## src/rtl/rtc_pkg.sv

```systemverilog
package rtc_pkg;

  // One channel's slice of the shared control register
  typedef struct packed {
    logic autoReload;
    logic invert;
    logic update;
    logic start;
  } ctrlFieldT;

  // Strobes from control to datapath, at most one active per cycle
  typedef struct packed {
    logic load;
    logic dec;
    logic reload;
    logic stop;
  } chanStrobeT;

endpackage

```

## src/rtl/rtc_ctrl.sv

```systemverilog
module rtc_ctrl
  import rtc_pkg::*;
#(
  parameter int CH_IDX         = 0,
  parameter int CTRL_W         = 32,
  parameter int REDUCED_CH     = 4,
  parameter int ALT_RELOAD_POS = 22
) (
  input  logic              clk,
  input  logic              rst,
  input  logic              tickEn,
  input  logic              ctrlWe,
  input  logic [CTRL_W-1:0] ctrlWdata,
  input  logic              countZero,
  output ctrlFieldT         field,
  output chanStrobeT        strb
);

  localparam int  BASE       = (CH_IDX == 0) ? 0 : 4 * CH_IDX + 4;
  localparam bit  HAS_INV    = (CH_IDX != REDUCED_CH);
  localparam int  RELOAD_POS = HAS_INV ? BASE + 3 : ALT_RELOAD_POS;

  ctrlFieldT wrField;
  logic      active;
  logic      unusedCtrl;

  assign unusedCtrl = ^ctrlWdata;

  always_comb begin
    wrField.start      = ctrlWdata[BASE];
    wrField.update     = ctrlWdata[BASE+1];
    wrField.invert     = HAS_INV ? ctrlWdata[BASE+2] : 1'b0;
    wrField.autoReload = ctrlWdata[RELOAD_POS];
  end

  // A control write takes priority over a tick in the same cycle
  assign active = !ctrlWe && field.start && tickEn;

  always_comb begin
    strb.load   = ctrlWe && wrField.update && !field.update;
    strb.dec    = active && !countZero;
    strb.reload = active && countZero && field.autoReload;
    strb.stop   = active && countZero && !field.autoReload;
  end

  always_ff @(posedge clk) begin
    if (rst) begin
      field <= '0;
    end else if (ctrlWe) begin
      field <= wrField;
    end else if (strb.stop) begin
      field.start <= 1'b0;
    end
  end

  // an expiry without auto-reload leaves the channel idle
  a_r7_stop_clears_start: assert property (@(posedge clk) disable iff (rst)
    strb.stop |=> !field.start);

endmodule

```

## src/rtl/rtc_datapath.sv

```systemverilog
module rtc_datapath
  import rtc_pkg::*;
#(
  parameter int COUNT_W = 32,
  parameter bit HAS_CMP = 1'b1
) (
  input  logic               clk,
  input  logic               rst,
  input  logic               cntBufWe,
  input  logic               cmpBufWe,
  input  logic [COUNT_W-1:0] bufWdata,
  input  chanStrobeT         strb,
  output logic [COUNT_W-1:0] count,
  output logic [COUNT_W-1:0] cntBuf,
  output logic [COUNT_W-1:0] cmpBuf,
  output logic [COUNT_W-1:0] activeCmp,
  output logic               expiry,
  output logic               countZero
);

  logic takeBuf;
  logic unusedCmpWe;

  assign takeBuf     = strb.load || strb.reload;
  assign countZero   = (count == '0);
  assign unusedCmpWe = cmpBufWe;

  always_ff @(posedge clk) begin
    if (rst) begin
      cntBuf <= '0;
      count  <= '0;
      expiry <= 1'b0;
    end else begin
      if (cntBufWe) cntBuf <= bufWdata;
      if (takeBuf) count <= cntBuf;
      else if (strb.dec) count <= count - 1'b1;
      expiry <= strb.reload || strb.stop;
    end
  end

  generate
    if (HAS_CMP) begin : g_cmp
      always_ff @(posedge clk) begin
        if (rst) begin
          cmpBuf    <= '0;
          activeCmp <= '0;
        end else begin
          if (cmpBufWe) cmpBuf <= bufWdata;
          if (takeBuf) activeCmp <= cmpBuf;
        end
      end
    end else begin : g_no_cmp
      assign cmpBuf    = '0;
      assign activeCmp = '0;
    end
  endgenerate

  // a load or reload takes the buffer value as it stood before the edge
  a_r4_load_from_buffer: assert property (@(posedge clk) disable iff (rst)
    (strb.load || strb.reload) |=> (count == $past(cntBuf)));

endmodule

```

## src/rtl/reload_timer_channel.sv

```systemverilog
module reload_timer_channel
  import rtc_pkg::*;
#(
  parameter int CH_IDX         = 0,
  parameter int COUNT_W        = 32,
  parameter int CTRL_W         = 32,
  parameter int REDUCED_CH     = 4,
  parameter int ALT_RELOAD_POS = 22
) (
  input  logic               clk,
  input  logic               rst,
  input  logic               tickEn,
  input  logic               ctrlWe,
  input  logic [CTRL_W-1:0]  ctrlWdata,
  input  logic               cntBufWe,
  input  logic               cmpBufWe,
  input  logic [COUNT_W-1:0] bufWdata,
  output logic [3:0]         fieldBits,
  output logic [COUNT_W-1:0] liveCount,
  output logic [COUNT_W-1:0] cntBuf,
  output logic [COUNT_W-1:0] cmpBuf,
  output logic [COUNT_W-1:0] activeCmp,
  output logic               expiry
);

  localparam bit HAS_CMP = (CH_IDX != REDUCED_CH);

  ctrlFieldT  field;
  chanStrobeT strb;
  logic       countZero;

  rtc_ctrl #(
    .CH_IDX(CH_IDX), .CTRL_W(CTRL_W),
    .REDUCED_CH(REDUCED_CH), .ALT_RELOAD_POS(ALT_RELOAD_POS)
  ) ctrl_i (
    .clk(clk), .rst(rst), .tickEn(tickEn), .ctrlWe(ctrlWe),
    .ctrlWdata(ctrlWdata), .countZero(countZero),
    .field(field), .strb(strb)
  );

  rtc_datapath #(.COUNT_W(COUNT_W), .HAS_CMP(HAS_CMP)) dp_i (
    .clk(clk), .rst(rst), .cntBufWe(cntBufWe), .cmpBufWe(cmpBufWe),
    .bufWdata(bufWdata), .strb(strb), .count(liveCount),
    .cntBuf(cntBuf), .cmpBuf(cmpBuf), .activeCmp(activeCmp),
    .expiry(expiry), .countZero(countZero)
  );

  assign fieldBits = field;

  // a running tick with a nonzero count lowers the count by one
  a_r5_decrement: assert property (@(posedge clk) disable iff (rst)
    (fieldBits[0] && tickEn && !ctrlWe && liveCount != '0)
      |=> (liveCount == $past(liveCount) - 1'b1));

  // an idle channel holds its count unless loaded
  a_r5_halt_holds: assert property (@(posedge clk) disable iff (rst)
    (!fieldBits[0] && !strb.load) |=> $stable(liveCount));

  // a running tick at zero raises expiry on the next cycle
  a_r8_expiry_pulse: assert property (@(posedge clk) disable iff (rst)
    (fieldBits[0] && tickEn && !ctrlWe && liveCount == '0) |=> expiry);

endmodule

```

## config.mk

```make
export PLATFORM = sky130hd
export DESIGN_NAME = reload_timer_channel
export DESIGN_NICKNAME = d
export VERILOG_FILES = /design/src/rtl/rtc_pkg.sv /design/src/rtl/rtc_ctrl.sv /design/src/rtl/rtc_datapath.sv /design/src/rtl/reload_timer_channel.sv
export SDC_FILE = /design/constraint.sdc
export NUM_CORES = 1
export LEC_CHECK = 0
export ABC_AREA = 1
export BUFFER_PORTS_ARGS = -buffer_cell sky130_fd_sc_hd__clkbuf_2
export CORE_UTILIZATION = 45
export DETAILED_ROUTE_END_ITERATION = 8
export GPL_TIMING_DRIVEN = 0
export PLACE_DENSITY = 0.75
export REMOVE_ABC_BUFFERS = 1
export SETUP_SLACK_MARGIN = 0.05
export SLEW_MARGIN = 25
export SYNTH_ARGS = -nofsm -noshare
export SYNTH_HDL_FRONTEND = slang
export SYNTH_SLANG_ARGS = --single-unit
export TNS_END_PERCENT = 1
```

## constraint.sdc

```tcl
create_clock -name clk -period 1.6 [get_ports clk]
set_input_delay 0.4 -clock clk [delete_from_list [all_inputs] [get_ports clk]]
set_output_delay 0.4 -clock clk [all_outputs]
set_load 0.01 [all_outputs]
```

==> impl_metrics.yaml <==
clock_network:
  cts_sinks: 133
  cts_tree: "built"
  htreeDepth: 4
  clkTransAtPathRegs_ns: 0.06
  cts_buffers: 17
  insertion_delay_ns: 0.43
  clockBufferDepth: 2
  cts_hold_buffers: 0
  clock-root-buffer: "clkbuf_16"
global_route:
  antenna_found_initial: 0
  grt_overflow: 0
  grt_pass1_wl_um: 30700
  grt_max_degree: 57
  track_usage: 0.274
  grt_pass1_vias: 6234
setup_path:
  crit_path_frequent_cell: "nor2_1"
  ff2ff_setup_slack_ns: -0.28
  r2r_end: "dp_i.count[25]"
  slowest_stage: "dfxtp_4"
  cp_max_fo: 8
  cp_slowest_stage_delay_ns: 0.35
  cp_data_required_time_ns: 1.89
  worstPathCellList: "inv_4, ha_4, nand2_2, nor2_2, nand2_2, nor2_4, nand3_4, buf_12, buf_6, nand3_4, nor2_1, nor2_1, nor2_1"
  cp-end-kind: "register"
  critPathKind: "reg -> reg"
  worst_setup_path_start_kind: "register"
  arrival_ns: 2.17
  crit_family: "simple AND/OR/NAND/NOR gates"
  r2r-start: "dp_i.count[0]"
  path_buf_inv: 3
  rr_worst_depth: 13
outcome:
  status: "finished, violations left"
  violations: "negative setup slack"
die:
  num_rows: 42
  dieArea_mm2: 0.0142
  ios: 203
  coreArea_mm2: 0.0133
  die_x_um: 119
  die_y_um: 119
  start_util: 0.463
final_layout:
  final_cell_mix: "258 x nor2_1, 174 x clkbuf_2, 141 x nand2_1"
  syn_to_final_growth_pct: 35.9
  antenna_cells: 0
  nets: 1178
  layout_commonest_cell: "nor2_1"
  layout-drive-gt1-share: 0.309
  fin_cells: 1294
pwr:
  vdd_drop_max_mv: 0.738
  pwr_density_cell_mw_per_mm2: 1120
  p_leak_nw: 4.15
sta:
  finalCritPeriodShare: 1.18
  hold_slack_ns: 0.198
  relSlewSlack: 0.444
  rsz0062_at_grt: "yes"
  worst_slack_ns: -0.283
  worst_slew_pin_slew_ns: 0.834
  skew_ns: 0.00979
  slew_violations: 0
  fin_crit_ns: 1.88
  setup_viol: 65
  hold_violations: 0
  max_freq_mhz: 531
routing:
  ant_nets: 0
  wl_per_cell_um: 14.8
  vias: 6740
  drt-initial-drc-count: 468
  routed_wl_um: 19100
  viasPerCell: 5.21
  drc: 0
  dr.pass1.iters: 5
worst_hold_path:
  holdPathStages: 3
  hold_start: "ctrlWdata[2]"
  hp-class: "in -> reg"
  hold_path_end: "ctrl_i.field[2]"
synth:
  synth_seq_cells: 133
  syn_area_per_cell_um2: 6.73
  synth_top_area_cell: "dfxtp_1"
  synth_area_leaders: "dfxtp_1 43%, nor2_1 17%, nand2_1 9.3%"
  synth_seq_area_share: 0.433
  syn_inst: 915
  yosysTopAreaCellShare: 0.433
  ys_warn_count: 0
  synthesis.area_mm2: 0.00616
  synth_cell_types: 30
run:
  cap_violations: 0
placement:
  port_buffers: 174
  post-place-ws_ns: -1.61
  post-dp-hpwl_um: 11300
  place_inst: 1220
  routabilityCongestion: 0.924
[worst min-delay path, cell delays in order]
cell,delay [ns]
clkbuf_2,0.07
nor2_1,0.03
nor2_1,0.08
[report_power, final]
group          total [W]  internal (W)  switching, W
Combinational    0.00187      0.000706       0.00116
Sequential       0.00373       0.00354      0.000190
Clock            0.00373       0.00229       0.00145
[kinds of logic (layout without fill, tap and decap cells)]
logic type,Yosys count,in the layout,synth area share
simple gates,523,527,0.359
compound gates,139,139,0.114
flops,133,133,0.433
buf+inv,107,306,0.0748
fa+ha+maj,2,2,0.00406
xor+xnor,11,11,0.0157
[cells in the mapped netlist]
library cell / number
ha_1: 2
nand2_4: 3
a21oi_2: 1
nand4_1: 17
and2_1: 1
nand3_1: 44
nand3_2: 6
or2_0: 1
nor2_2: 2
nand2_1: 153
nand3b_1: 4
clkbuf_1: 24
xor2_1: 10
o31ai_1: 1
o21ai_0: 108
buf_2: 11
nor2_4: 4
inv_1: 57
nor3_1: 1
nand3_4: 2
inv_2: 3
dfxtp_1: 133
buf_6: 5
buf_1: 4
a21oi_1: 29
buf_4: 2
nand2_2: 2
clkinv_1: 1
xnor2_1: 1
nor2_1: 283
[what timing repair did]
| action | 4_1_cts | 5_1_grt |
|---|---|---|
| gates cloned | 5 | 0 |
| buffers inserted | 34 | 4 |
| setup endpoints to repair | 65 | 113 |
| gates resized for setup | 87 | 25 |
| pin swaps | 39 | 11 |
[sequential cells by signal (all words and copies together) (netlist names)]
| name | cells |
|---|---|
| dp_i.count | 32 |
| dp_i.expiry | 1 |
| dp_i.cntBuf | 32 |
| dp_i.cmpBuf | 32 |
| dp_i.activeCmp | 32 |
| ctrl_i.field | 4 |
[worst max-delay path by stage]
stage | startpoint | slack [ns] | depth (start not counted) | endpoint
after CTS | dp_i.count[0] | -0.19 | 13 | dp_i.count[20]
after global placement | ctrlWe | -2.47 | 8 | dp_i.count[0]
after floorplan | ctrlWdata[1] | -1.23 | 7 | dp_i.count[0]
after global routing | dp_i.count[21] | -0.41 | 12 | dp_i.count[25]
after detailed placement | ctrlWe | -1.61 | 9 | dp_i.activeCmp[14]
final | dp_i.count[0] | -0.28 | 13 | dp_i.count[25]
[layout make-up]
type | count | area [um2]
Fill cell | 1224 | 4930
Multi-Input combinational cell | 679 | 3330
Sequential cell | 133 | 2720
Timing Repair Buffer | 214 | 1290
Clock buffer | 24 | 492
Inverter | 61 | 244
Tap cell | 176 | 220
Clock inverter | 7 | 72.6
[per-stage QoR]
step	area, um2	setup TNS [ns]	power (W)	util
after global routing	8370	-22.59	0.00976	0.629
after global placement	7020	-248.98	0.00525	0.528
after floorplan	5920	-75.68	0.00471	-
after detailed placement	7040	-104.82	0.00528	0.529
final	8370	-11.58	0.00933	0.629
after CTS	8250	-8.87	0.00926	0.620
[metal layers]
metal | share of wire | GRT usage
met1 | 0.43 | 0.343
met2 | 0.45 | 0.438
met3 | 0.075 | 0.0694
met4 | 0.042 | 0.134
met5 | 0 | 0
(Power assumes the default switching activity.)
